[src/rtl/refclk_divider_bank.sv]
module refclk_divider_bank #(
  parameter int NOUT = 4,
  parameter int DW   = 8
) (
  input  logic            clk,
  input  logic            rst_n,
  input  logic            cfg_in,
  input  logic            cfg_load,
  output logic            cfg_out,
  output logic [NOUT-1:0] div_out,
  output logic            locked
);
  localparam int DIV_LO  = 1;
  localparam int PH_LO   = DIV_LO + NOUT * DW;
  localparam int EN_LO   = PH_LO + 2 * NOUT;
  localparam int DUTY_LO = EN_LO + NOUT;
  localparam int CFG_W   = DUTY_LO + NOUT;
  localparam logic [DW-1:0] ONE  = {{(DW-1){1'b0}}, 1'b1};
  localparam logic [DW:0]   ONEW = {{DW{1'b0}}, 1'b1};

  logic [CFG_W-1:0] shift_q, act_q;
  logic             glb_en;
  logic [NOUT-1:0]  run, done_q;

  always_ff @(posedge clk) begin
    if (!rst_n) begin
      shift_q <= '0;
      act_q   <= '0;
    end else begin
      shift_q <= {cfg_in, shift_q[CFG_W-1:1]};
      if (cfg_load) act_q <= shift_q;
    end
  end

  assign cfg_out = shift_q[0];
  assign glb_en  = act_q[0];
  assign locked  = glb_en & (&(done_q | ~run));

  AST_SHIFT_IN:  assert property (@(posedge clk) disable iff (!rst_n)
                   1'b1 |=> shift_q[CFG_W-1] == $past(cfg_in));
  AST_HOLD_CFG:  assert property (@(posedge clk) disable iff (!rst_n)
                   !cfg_load |=> $stable(act_q));
  AST_LOAD_UNLK: assert property (@(posedge clk) disable iff (!rst_n)
                   (cfg_load && shift_q[0] && |shift_q[EN_LO +: NOUT]) |=> !locked);
  AST_LOCK_GLB:  assert property (@(posedge clk) disable iff (!rst_n)
                   locked |-> glb_en);

  for (genvar g = 0; g < NOUT; g++) begin : g_out
    logic [DW-1:0] lim, off, cnt_q, tog_pt;
    logic [DW:0]   n_full, half, sum;
    logic [1:0]    ph;
    logic          duty, out_q, done_l, at_off, at_tog, at_end;

    assign lim    = act_q[DIV_LO + g*DW +: DW];
    assign ph     = act_q[PH_LO + 2*g +: 2];
    assign duty   = act_q[DUTY_LO + g];
    assign run[g] = glb_en & act_q[EN_LO + g];

    always_comb begin
      case (ph)
        2'd0:    off = '0;
        2'd1:    off = lim >> 2;
        2'd2:    off = lim >> 1;
        default: off = (lim >> 1) + (lim >> 2);
      endcase
    end

    assign n_full = {1'b0, lim} + ONEW;
    assign half   = n_full >> 1;
    assign sum    = {1'b0, off} + half;
    assign tog_pt = (sum > {1'b0, lim}) ? DW'(sum - n_full) : sum[DW-1:0];

    assign at_off = (cnt_q == off);
    assign at_tog = (cnt_q == tog_pt);
    assign at_end = (cnt_q == lim);

    always_ff @(posedge clk) begin
      if (!rst_n || cfg_load || !run[g]) begin
        cnt_q  <= '0;
        out_q  <= 1'b0;
        done_l <= 1'b0;
      end else begin
        cnt_q <= at_end ? '0 : cnt_q + ONE;
        if (at_end) done_l <= 1'b1;
        out_q <= duty ? (out_q ^ (at_off | at_tog)) : at_off;
      end
    end

    assign div_out[g] = out_q;
    assign done_q[g]  = done_l;

    AST_CNT_RANGE:   assert property (@(posedge clk) disable iff (!rst_n)
                       cnt_q <= lim);
    AST_PULSE_ONE:   assert property (@(posedge clk) disable iff (!rst_n)
                       (run[g] && !duty && lim != '0 && div_out[g]) |=> !div_out[g]);
    AST_IDLE_LOW:    assert property (@(posedge clk) disable iff (!rst_n)
                       !run[g] |-> !div_out[g]);
    AST_D0_TOGGLE:   assert property (@(posedge clk) disable iff (!rst_n)
                       (run[g] && duty && lim == '0 && !cfg_load) |=> div_out[g] != $past(div_out[g]));
  end
endmodule

[config.mk]
export PLATFORM = sky130hd
export DESIGN_NAME = refclk_divider_bank
export DESIGN_NICKNAME = d
export VERILOG_FILES = /design/src/rtl/refclk_divider_bank.sv
export SDC_FILE = /design/constraint.sdc
export NUM_CORES = 1
export LEC_CHECK = 0
export ABC_AREA = 1
export BUFFER_PORTS_ARGS = -buffer_cell sky130_fd_sc_hd__buf_2
export CAP_MARGIN = 10
export CORE_UTILIZATION = 65
export DETAILED_ROUTE_END_ITERATION = 8
export GPL_ROUTABILITY_DRIVEN = 0
export PLACE_DENSITY = 0.92
export SYNTH_ARGS = -nofsm -noshare
export SYNTH_HDL_FRONTEND = slang
export SYNTH_SLANG_ARGS = --single-unit
[constraint.sdc]
create_clock -name clk -period 6 [get_ports clk]
set_clock_uncertainty 0.05 [all_clocks]
set_input_delay 0.3 -clock clk [delete_from_list [all_inputs] [get_ports clk]]
set_output_delay 0.3 -clock clk [all_outputs]
set_load 0.01 [all_outputs]
==> results of run 1 <==
## through the flow
stage	worst slack, ns	power, uW	cell area, sq um
after global routing	0.4211	2916	12440
after floorplan	1.699	1602	11730
final	0.8441	2770	12440
after global placement	1.091	1706	11860
after detailed placement	0.9759	1735	11860
after CTS	0.9446	2764	12440
## worst paths after layout
check / start / endpoint / slack (ns)
max: act_q[19] / g_out[2].out_q / 0.84
min reg2reg: shift_q[21] / shift_q[20] / 0.38
min: cfg_in / shift_q[48] / 0.05
max reg2reg: act_q[19] / g_out[2].out_q / 0.84
## flip-flops by register name, indices dropped and copies added (netlist names)
register,cells
g_out.cnt_q,32
g_out.out_q,4
shift_q,49
g_out.done_l,4
act_q,49
## cell usage after synthesis, types with 2 or more instances
| cell | instances |
|---|---|
| nand2_1 | 451 |
| inv_1 | 321 |
| dfxtp_1 | 138 |
| ha_1 | 128 |
| nor2_1 | 124 |
| a21oi_1 | 122 |
| nand3_1 | 120 |
| xor2_1 | 99 |
| o21ai_0 | 45 |
| nand4_1 | 26 |
| clkbuf_1 | 24 |
| xnor2_1 | 24 |
| nor3_1 | 23 |
| nand2_2 | 13 |
| fa_1 | 12 |
| o21ai_1 | 12 |
| o221ai_1 | 11 |
| or2_2 | 10 |
| a21o_1 | 7 |
| buf_4 | 6 |
| nor3b_1 | 5 |
| o21a_1 | 5 |
| a21oi_2 | 4 |
| a31oi_1 | 4 |
| buf_6 | 4 |
| nor4_1 | 4 |
| o211ai_1 | 4 |
| o21bai_1 | 4 |
| and3_1 | 3 |
| inv_2 | 3 |
| nor2_2 | 3 |
| or2_1 | 3 |
| buf_2 | 2 |
| clkinv_1 | 2 |
| nand3_2 | 2 |
| o21ai_2 | 2 |
| or4_1 | 2 |
## cells by family (layout without fill, tap and decap cells)
family | Yosys count | count (layout) | share of synthesized area (%)
compound gates | 223 | 223 | 10.59
buf+inv | 363 | 367 | 12.09
fa+ha+maj | 140 | 140 | 15.70
simple gates | 794 | 794 | 28.88
xor+xnor | 123 | 123 | 9.185
flops | 138 | 138 | 23.55
## placed cells by master (no fill, tap or decap), types with 5 or more instances in the layout
cell       synthesis  final
nand2_1          451    451
nand4_1           26     26
o221ai_1          11     11
fa_1              12     12
buf_2              2      9
o21a_1             5      5
nor3b_1            5      5
o21ai_0           45     45
xnor2_1           24     24
inv_6              0      8
a21o_1             7      7
or2_2             10     10
ha_1             128    128
dfxtp_1          138    138
o21ai_1           12     12
inv_1            321    321
nand3_1          120    120
nor2_1           124    124
nor3_1            23     23
nand2_2           13     13
a21oi_1          122    122
xor2_1            99     99
clkbuf_16          0     17
## metal layers
metal / share of wire (%) / vias up / track usage [%] / wire length, microns
li1: - / 5622 / - / -
met1: 42 / 5093 / 39.10 / 12070
met2: 48 / 455 / 54.54 / 13640
met3: 7.0 / 76 / 4.959 / 1998
met4: 2.6 / 0 / 11.85 / 727
met5: 0 / - / 0 / 0
## power groups by stage
stage                     clock, uW  combinational (uW)  sequential, uW
after floorplan                   0                 629             973
after global placement            0                 722             983
after detailed placement          0                 751             984
after CTS                      1040                 760             964
after global routing           1080                 873             967
final                          1030                 770             965
## final cells by class
type / count / area (sq um)
clock buffers: 18 / 429.2
clock inverters: 14 / 153.9
fillers: 1371 / 5032
inverters: 326 / 1224
multi-input cells: 1280 / 7548
flip-flops and latches: 138 / 2763
well taps: 225 / 281.5
repair buffers: 9 / 45.04
## worst reg2reg max path, cell delays in order, from the launching register on
cell	delay [ns]
dfxtp_1	0.57
ha_1	0.31
fa_1	0.44
o21ai_0	0.38
inv_1	0.15
fa_1	0.47
nand3_1	0.10
nand2_1	0.12
a21oi_1	0.20
xor2_1	0.32
ha_1	0.31
a21o_1	0.18
a21oi_1	0.11
nand2_1	0.06
nand2_1	0.06
nand2_2	0.16
or2_2	0.35
nand3_1	0.07
nand2_1	0.06
nor2_1	0.08
nand2_1	0.06
nor2_1	0.09
nand2_1	0.06
nand2_1	0.12
nand2_1	0.06
nand2_1	0.06
nor2_1	0.04
==> run metrics, run 1 <==
total vias in the final route=11246; Buf+Inv Stages, Crit Path=1; CP arrival=5.42 ns; Post-CTS Setup Repair Bufs=0; wire per inst=14.15 microns; n_diodes=0; core area=17480 sq um; Peak Freq=0.1940 GHz; critical-path maximum fanout=14; hold_ws=0.05064 ns; largest net degree at the start of global routing=54; critical path launch point type=flip-flop; Synth top area share=23.55%; Final TNS setup=0 ns; Area contributors post-synth=dfxtp_1 (24%), nand2_1 (14%), ha_1 (14%), inv_1 (10%), xor2_1 (7.4%); reg2reg path depth=26; Die Y=136.3 microns; clk_lat worst skew=0.42 ns; slowest cell delay on critical path=0.57 ns; first-pass GRT wire length=47310 microns; pwr dens=222.6 nW/um^2; Seq/Total Area, Yosys=23.55%; synthesized cell area=11730 sq um; TritonCTS Buffers=17; GR Overflow Total=0; routed vias/inst=5.595; number of detailed-route iterations in the first pass=5; max_slew headroom=36.57%; synthesized instance count=1781; H-tree depth=4; share of layout cells above drive strength 1=4.482%; Port Buf Inserts=9; Leak Pwr=0.006908 uW; FP Rows=48; Placed Instances=1978; period utilisation layout=85.93%; CP dominant cell by count=nand2_1; Warnings, synthesis=0; Top delay family on crit path=simple AND/OR/NAND/NOR gates; Clk pwr share=37.3%; peak supply drop=0.2393 mV; Comb pwr share=27.8%; CTS tree=yes; Util after Layout=71.21%; Synth cell types=46; CTS resizes=0; critical path class=flip-flop to flip-flop; switching pwr=960.6 uW; RSZ-0062 raised after global routing=false; Hold Violations, Final=0; Num Clock Sinks=138; Mapped Nets=1925; WP data required=6.27 ns; hold depth=3; critical path depth=26; Slowest-stage cell, CP=dfxtp_1; endpoints failing setup=0; Die Area=18590 sq um; prevailing post-synth register cell=dfxtp_1; MaxCap Viol Count=0; Worst-Margin Slew=0.9515 ns; Top Ports=10; initial antenna violation count=0; root buffer selected by CTS=clkbuf_16; Area Growth Syn to Fin=6.102%; Yosys reg bits=138; Max Root-Sink Buffers=2; Seq pwr share=34.8%; Initial Utilization=67.11%; syn_area_per_cell=6.585 sq um; hold buffer count at cts=0; Die Wd=136.3 microns; leading area contributor after synthesis=dfxtp_1; Iter 0 DRT Violations=1251; nets@finish=1916; Final min period=5.156 ns; DRC=0; dpl hpwl=21930 microns; Worst setup EP type=flip-flop; Hold Path Class=primary input to flip-flop; vias in the first global route=10686; final cell count without fillers=2010; clock slew seen by the registers of the worst setup and hold paths=0.06 ns; Post-DRT Antenna Nets=0; final wirelength=28430 microns; async set-or-reset flop fraction in the synthesized netlist=0%; outcome=finished, final reports clean; GRT Util Overall=31.52%; P_int=1809 uW; Final Slew Violations=0; Sw Share=34.68%; number of synthesized flops with an enable pin=0
(Power assumes the default switching activity.)
==> inputs of run 2 (changes only) <==
ABC_AREA = not set   (was 1)
CELL_PAD_IN_SITES_DETAIL_PLACEMENT = 1   (was not set)
CELL_PAD_IN_SITES_GLOBAL_PLACEMENT = 1   (was not set)
CORE_UTILIZATION = 50   (was 65)
==> run metrics, run 2 <==
Area contributors post-synth=dfxtp_1 (22%), ha_1 (13%), xnor2_1 (9.1%), mux2i_1 (4.9%), nor2b_1 (3.3%); wire per inst=22.73 microns; total vias in the final route=11802; outcome=finished, final reports clean; prevailing post-synth register cell=dfxtp_1; crit-path cells=ha_1 > a211oi_1 > o21bai_1 > a21o_1 > xnor2_1 > o221ai_1 > ha_1 > o21ai_1 > inv_1 > a211oi_4 > ha_1 > a21o_1 > a211oi_4 > nand4b_1 > a21oi_2 > mux2i_1 > o211ai_1 > a211oi_2 > o21ai_0 > nor3b_2; Slowest-stage cell, CP=dfxtp_2; vias in the first global route=12624; WP data required=6.26 ns; DR top layer=met4; CP dominant cell by count=ha_1; critical-path maximum fanout=8; metal3 WL=2412 microns; Synth cell types=87; slowest cell delay on critical path=0.45 ns; TritonCTS Buffers=17; Seq/Total Area, Yosys=21.97%; commonest cells after routing, fill and taps aside=dfxtp_1 (130), xnor2_1 (129), ha_1 (126); Buf+Inv Stages, Crit Path=1; pre-CTS WS=0.2470 ns; Num Clock Sinks=138; clock slew seen by the registers of the worst setup and hold paths=0.07 ns; Hold Path Class=primary input to flip-flop; Mapped Nets=1688; synthesized instance count=1544; Hold Violations, Final=0; n_diodes=0; Final Slew Violations=0; CP arrival=6.24 ns; Met2 Wirelength=20320 microns; Final min period=5.975 ns; async set-or-reset flop fraction in the synthesized netlist=0%; Port Buf Inserts=9; clk_lat worst skew=0.44 ns; GR Overflow Total=0; number of synthesized flops with an enable pin=0; Area Growth Syn to Fin=7.017%; hold buffer count at cts=0; Warnings, synthesis=0; share of layout cells above drive strength 1=6.432%; Top Ports=10; max_slew headroom=40.68%; GRT Util Overall=32.45%; Peak Freq=0.1674 GHz; leading area contributor after synthesis=dfxtp_1; nets@finish=1639; Yosys reg bits=138; FP Rows=57; period utilisation layout=99.58%; final wirelength=41650 microns; critical path launch point type=flip-flop; commonest non-fill, non-tap cell in the layout=dfxtp_1; routed vias/inst=6.442; synthesized cell area=12570 sq um; initial antenna violation count=0; Final TNS setup=0 ns; # fillers=2930; cell with the most instances after synthesis=dfxtp_1; first-pass GRT wire length=66800 microns; Die Y=160.6 microns; Worst setup EP type=flip-flop; Post-DRT Antenna Nets=0; DRC=0; Top delay family on crit path=compound AO/OA/AOI/OAI gates; number of detailed-route iterations in the first pass=6; endpoints failing setup=0; syn_area_per_cell=8.143 sq um; largest net degree at the start of global routing=100; Max Root-Sink Buffers=2; Worst-Margin Slew=0.8898 ns; Leak Pwr=0.005545 uW; Initial Utilization=51.39%; met1 WL=16740 microns; dpl hpwl=27770 microns; Die Wd=160.6 microns; Iter 0 DRT Violations=903; Die Area=25780 sq um; core area=24460 sq um; critical path class=flip-flop to flip-flop; MaxCap Viol Count=0; Largest regs=act_q x49, shift_q x49, g_out.cnt_q x32; peak supply drop=0.2394 mV; CTS tree=yes; most instantiated cells after synthesis=dfxtp_1 (138), xnor2_1 (130), ha_1 (128); pwr dens=154.9 nW/um^2; H-tree depth=4; setup ws final=0.02492 ns; root buffer selected by CTS=clkbuf_16; Synth top area share=21.97%
[run 2: changes by cell type after synthesis, moves of 41 or more]
cell,before,now
nand2_1,451,79
inv_1,321,110
xnor2_1,24,130
nor2b_1,0,67
nand3_1,120,54
mux2i_1,0,62
xor2_1,99,44
and2_1,0,54
a21oi_1,122,69
clkbuf_1,24,65
[run 2: cells by family after synthesis]
kind of cell             Yosys count  share of synthesized area, %
AND/OR/NAND/NOR                  506                         21.52
adder cells (fa/ha/maj)          140                         14.65
AO/OA/AOI/OAI                    324                         17.83
multiplexers                      65                         5.205
buffers and inverters            193                         5.981
XOR/XNOR                         178                         12.84
flip-flops                       138                         21.97
[run 2: path summary, 6_finish.rpt]
kind,startpoint,end,slack (ns),cells after the start
setup / recovery,act_q[27],g_out[3].out_q,0.02,20
hold / removal,cfg_in,shift_q[48],0.05,2
setup reg to reg,act_q[27],g_out[3].out_q,0.02,20
hold reg to reg,shift_q[28],shift_q[27],0.41,1
[run 2: per-layer routing]
| metal | track usage [%] | vias to the layer above |
|---|---|---|
| li1 | - | 5333 |
| met1 | 37.31 | 5714 |
| met2 | 56.49 | 544 |
| met3 | 5.733 | 211 |
| met4 | 18.61 | 0 |
| met5 | 0 | - |
[run 2: worst register-to-register path, delay by kind of cell (launching register included)]
kind | cells | cell delay [ns]
DFF | 1 | 0.45
buffers and inverters | 1 | 0.14
and+or+nand+nor | 2 | 0.41
muxes | 1 | 0.28
adders and majority gates | 3 | 1.04
xor gates and xnor gates | 1 | 0.21
AOI/OAI and AO/OA | 12 | 3.27
[run 2: what timing repair did]
action	in CTS	in global routing
endpoints found under the hold margin	0	0
buffers inserted	0	1
pin swaps	1	2
cloned	0	0
endpoints found under the setup margin	1	4
gates resized for setup	4	26
[run 2: cell type report]
| cell class | instances | area (sq um) | area share [%] |
|---|---|---|---|
| timing repair buffer | 14 | 82.58 | 0.6138 |
| tap | 324 | 405.4 | 3.013 |
| clock inverter | 12 | 162.7 | 1.209 |
| multi-input combinational | 1213 | 9158 | 68.06 |
| sequential | 138 | 2773 | 20.61 |
| clock buffer | 20 | 456.7 | 3.394 |
| inverter | 111 | 416.7 | 3.097 |
[run 2: per-stage QoR]
step / utilization (%) / area, sq um / hold WS, ns / std cells / total power, uW
after global placement: 51.99 / 12720 / 0.3844 / 1799 / 971.9
after floorplan: - / 12570 / 0.3773 / 1544 / 966.3
after CTS: 54.59 / 13350 / 0.03238 / 1831 / 2087
final: 55.00 / 13450 / 0.04880 / 1832 / 2084
after global routing: 55.00 / 13450 / 0.04589 / 1832 / 2131
after detailed placement: 51.99 / 12720 / 0.3935 / 1799 / 972.8
[run 2: where the power goes]
part,switching [uW],internal [uW],leakage [uW]
registers,1.91,918,0.00112
clock network,450,681,0.000298
logic,19.4,14.6,0.00413
total,471,1610,0.00554
==> inputs of run 3 (changes only) <==
CORE_UTILIZATION = 25   (was 50)
PLACE_DENSITY = 0.57   (was 0.92)
SETUP_SLACK_MARGIN = 0.05   (was not set)
==> run metrics, run 3 (synthesis results as in run 2) <==
share of layout cells above drive strength 1=6.271%; Slowest-stage cell, CP=or4_1; number of detailed-route iterations in the first pass=6; Top Ports=10; CTS resizes=0; Initial Utilization=25.52%; n_diodes=0; critical-path maximum fanout=6; MaxCap Viol Count=0; WP data required=6.25 ns; core area=49250 sq um; # fillers=5891; first-pass GRT wire length=58330 microns; Buf+Inv Stages, Crit Path=1; Largest regs=act_q x49, shift_q x49, g_out.cnt_q x32; Area Growth Syn to Fin=10.86%; final cell count without fillers=2179; endpoints failing setup=0; critical path class=flip-flop to flip-flop; Post-DRT Antenna Nets=0; clock slew seen by the registers of the worst setup and hold paths=0.06 ns; commonest non-fill, non-tap cell in the layout=dfxtp_1; vias in the first global route=10992; Placed Instances=2147; Leak Pwr=0.005600 uW; P_int=1726 uW; Post-CTS Setup Repair Bufs=0; final wirelength=35440 microns; Hold Violations, Final=0; Clk pwr share=56.0%; Comb pwr share=1.5%; CP dominant cell by count=o21ai_0; outcome=finished, final reports clean; Worst setup EP type=flip-flop; Final min period=5.566 ns; Peak Freq=0.1797 GHz; Iter 0 DRT Violations=454; Die Wd=226.3 microns; CP arrival=5.81 ns; Final Slew Violations=0; sequential cell area=2769 sq um; peak supply drop=0.1876 mV; Die Area=51190 sq um; pwr dens=155.5 nW/um^2; Hold Path Class=primary input to flip-flop; GRT Util Overall=14.18%; largest net degree at the start of global routing=100; H-tree depth=4; clk_lat worst skew=0.41 ns; critical path launch point type=flip-flop; footprint of the multi-input gates=9097 sq um; wire per inst=16.27 microns; initial antenna violation count=0; commonest cells after routing, fill and taps aside=dfxtp_1 (133), xnor2_1 (130), ha_1 (125); Top delay family on crit path=compound AO/OA/AOI/OAI gates; Num Clock Sinks=138; period utilisation layout=92.76%; slowest cell delay on critical path=0.55 ns; post-layout power=2167 uW; routed vias/inst=4.924; TritonCTS Buffers=17; Max Root-Sink Buffers=2; Die Y=226.3 microns; Seq pwr share=42.4%; RSZ-0062 raised after global routing=true; DRC=0; max_slew headroom=39.32%; hold buffer count at cts=0; Sw Share=20.37%; Worst-Margin Slew=0.9101 ns; CTS tree=yes; hold_ws=0.1148 ns; GR Overflow Total=0; root buffer selected by CTS=clkbuf_16; nets@finish=1646; switching pwr=441.5 uW; FP Rows=81; crit-path cells=ha_2 > fa_1 > nand2_1 > o21ai_0 > nand2_1 > o21ai_0 > fa_1 > a211oi_2 > nor2_1 > xnor2_1 > inv_1 > ha_1 > nand4_1 > o221a_1 > o21ai_0 > a221oi_2 > or4_1 > a211oi_1 > o2111ai_1 > a21oi_1 > nor3b_2; Port Buf Inserts=9; dpl hpwl=27760 microns; total vias in the final route=10730
[run 3: cell count changes in the layout (fill, tap and decap cells not counted), sizes merged]
cell and change:
buf +7, clkbuf -2, clkinvlp -1, clkinv -3, bufinv +3, inv +3
[run 3: per-layer routing]
metal | part of all wire, % | global-route usage [%]
met4 | 1.3 | 3.139
met5 | 0 | 0
met2 | 47 | 23.90
met3 | 1.9 | 1.788
met1 | 50 | 19.16
[run 3: power by group through the flow]
stage | logic (uW) | registers, uW | clock network, uW
2_1_floorplan | 27.4 | 939 | 0
3_3_place_gp | 33.6 | 940 | 0
3_5_place_dp | 33.6 | 940 | 0
4_1_cts | 33.9 | 919 | 1250
5_1_grt | 36.1 | 919 | 1290
6_report | 33.0 | 920 | 1210
[run 3: worst paths after layout]
check | from | cells past startpoint | slack, ns | end
worst max-delay path | act_q[10] | 21 | 0.43 | g_out[1].out_q
worst min-delay path | cfg_in | 2 | 0.11 | shift_q[48]
worst max register to register | act_q[10] | 21 | 0.43 | g_out[1].out_q
worst min register to register | shift_q[23] | 1 | 0.41 | shift_q[22]
[run 3: worst reg2reg max path, stage by stage, from the launching register on]
cell and delay [ns]:
dfxtp_1 0.45, ha_2 0.29, fa_1 0.44, nand2_1 0.08
o21ai_0 0.10, nand2_1 0.09, o21ai_0 0.17, fa_1 0.54
a211oi_2 0.31, nor2_1 0.12, xnor2_1 0.28, inv_1 0.14
ha_1 0.31, nand4_1 0.14, o221a_1 0.29, o21ai_0 0.27
a221oi_2 0.16, or4_1 0.55, a211oi_1 0.22, o2111ai_1 0.18
a21oi_1 0.22, nor3b_2 0.06
[run 3: layout make-up]
type	count	share of cell area (%)
inverter	111	2.990
sequential	138	19.87
clock buffer	18	3.079
clock inverter	14	1.840
timing repair buffer	21	0.9875
multi-input combinational	1213	65.28
tap	664	5.961
[run 3: stage by stage]
stage	TNS, ns	util [%]	setup slack [ns]	cell area, sq um
after floorplan	0	-	0.8514	12570
after global placement	0	26.81	0.3452	13210
after detailed placement	0	26.81	0.2389	13210
after CTS	0	28.20	0.1954	13890
after global routing	-0.01052	28.30	-0.01052	13940
final	0	28.30	0.4342	13940
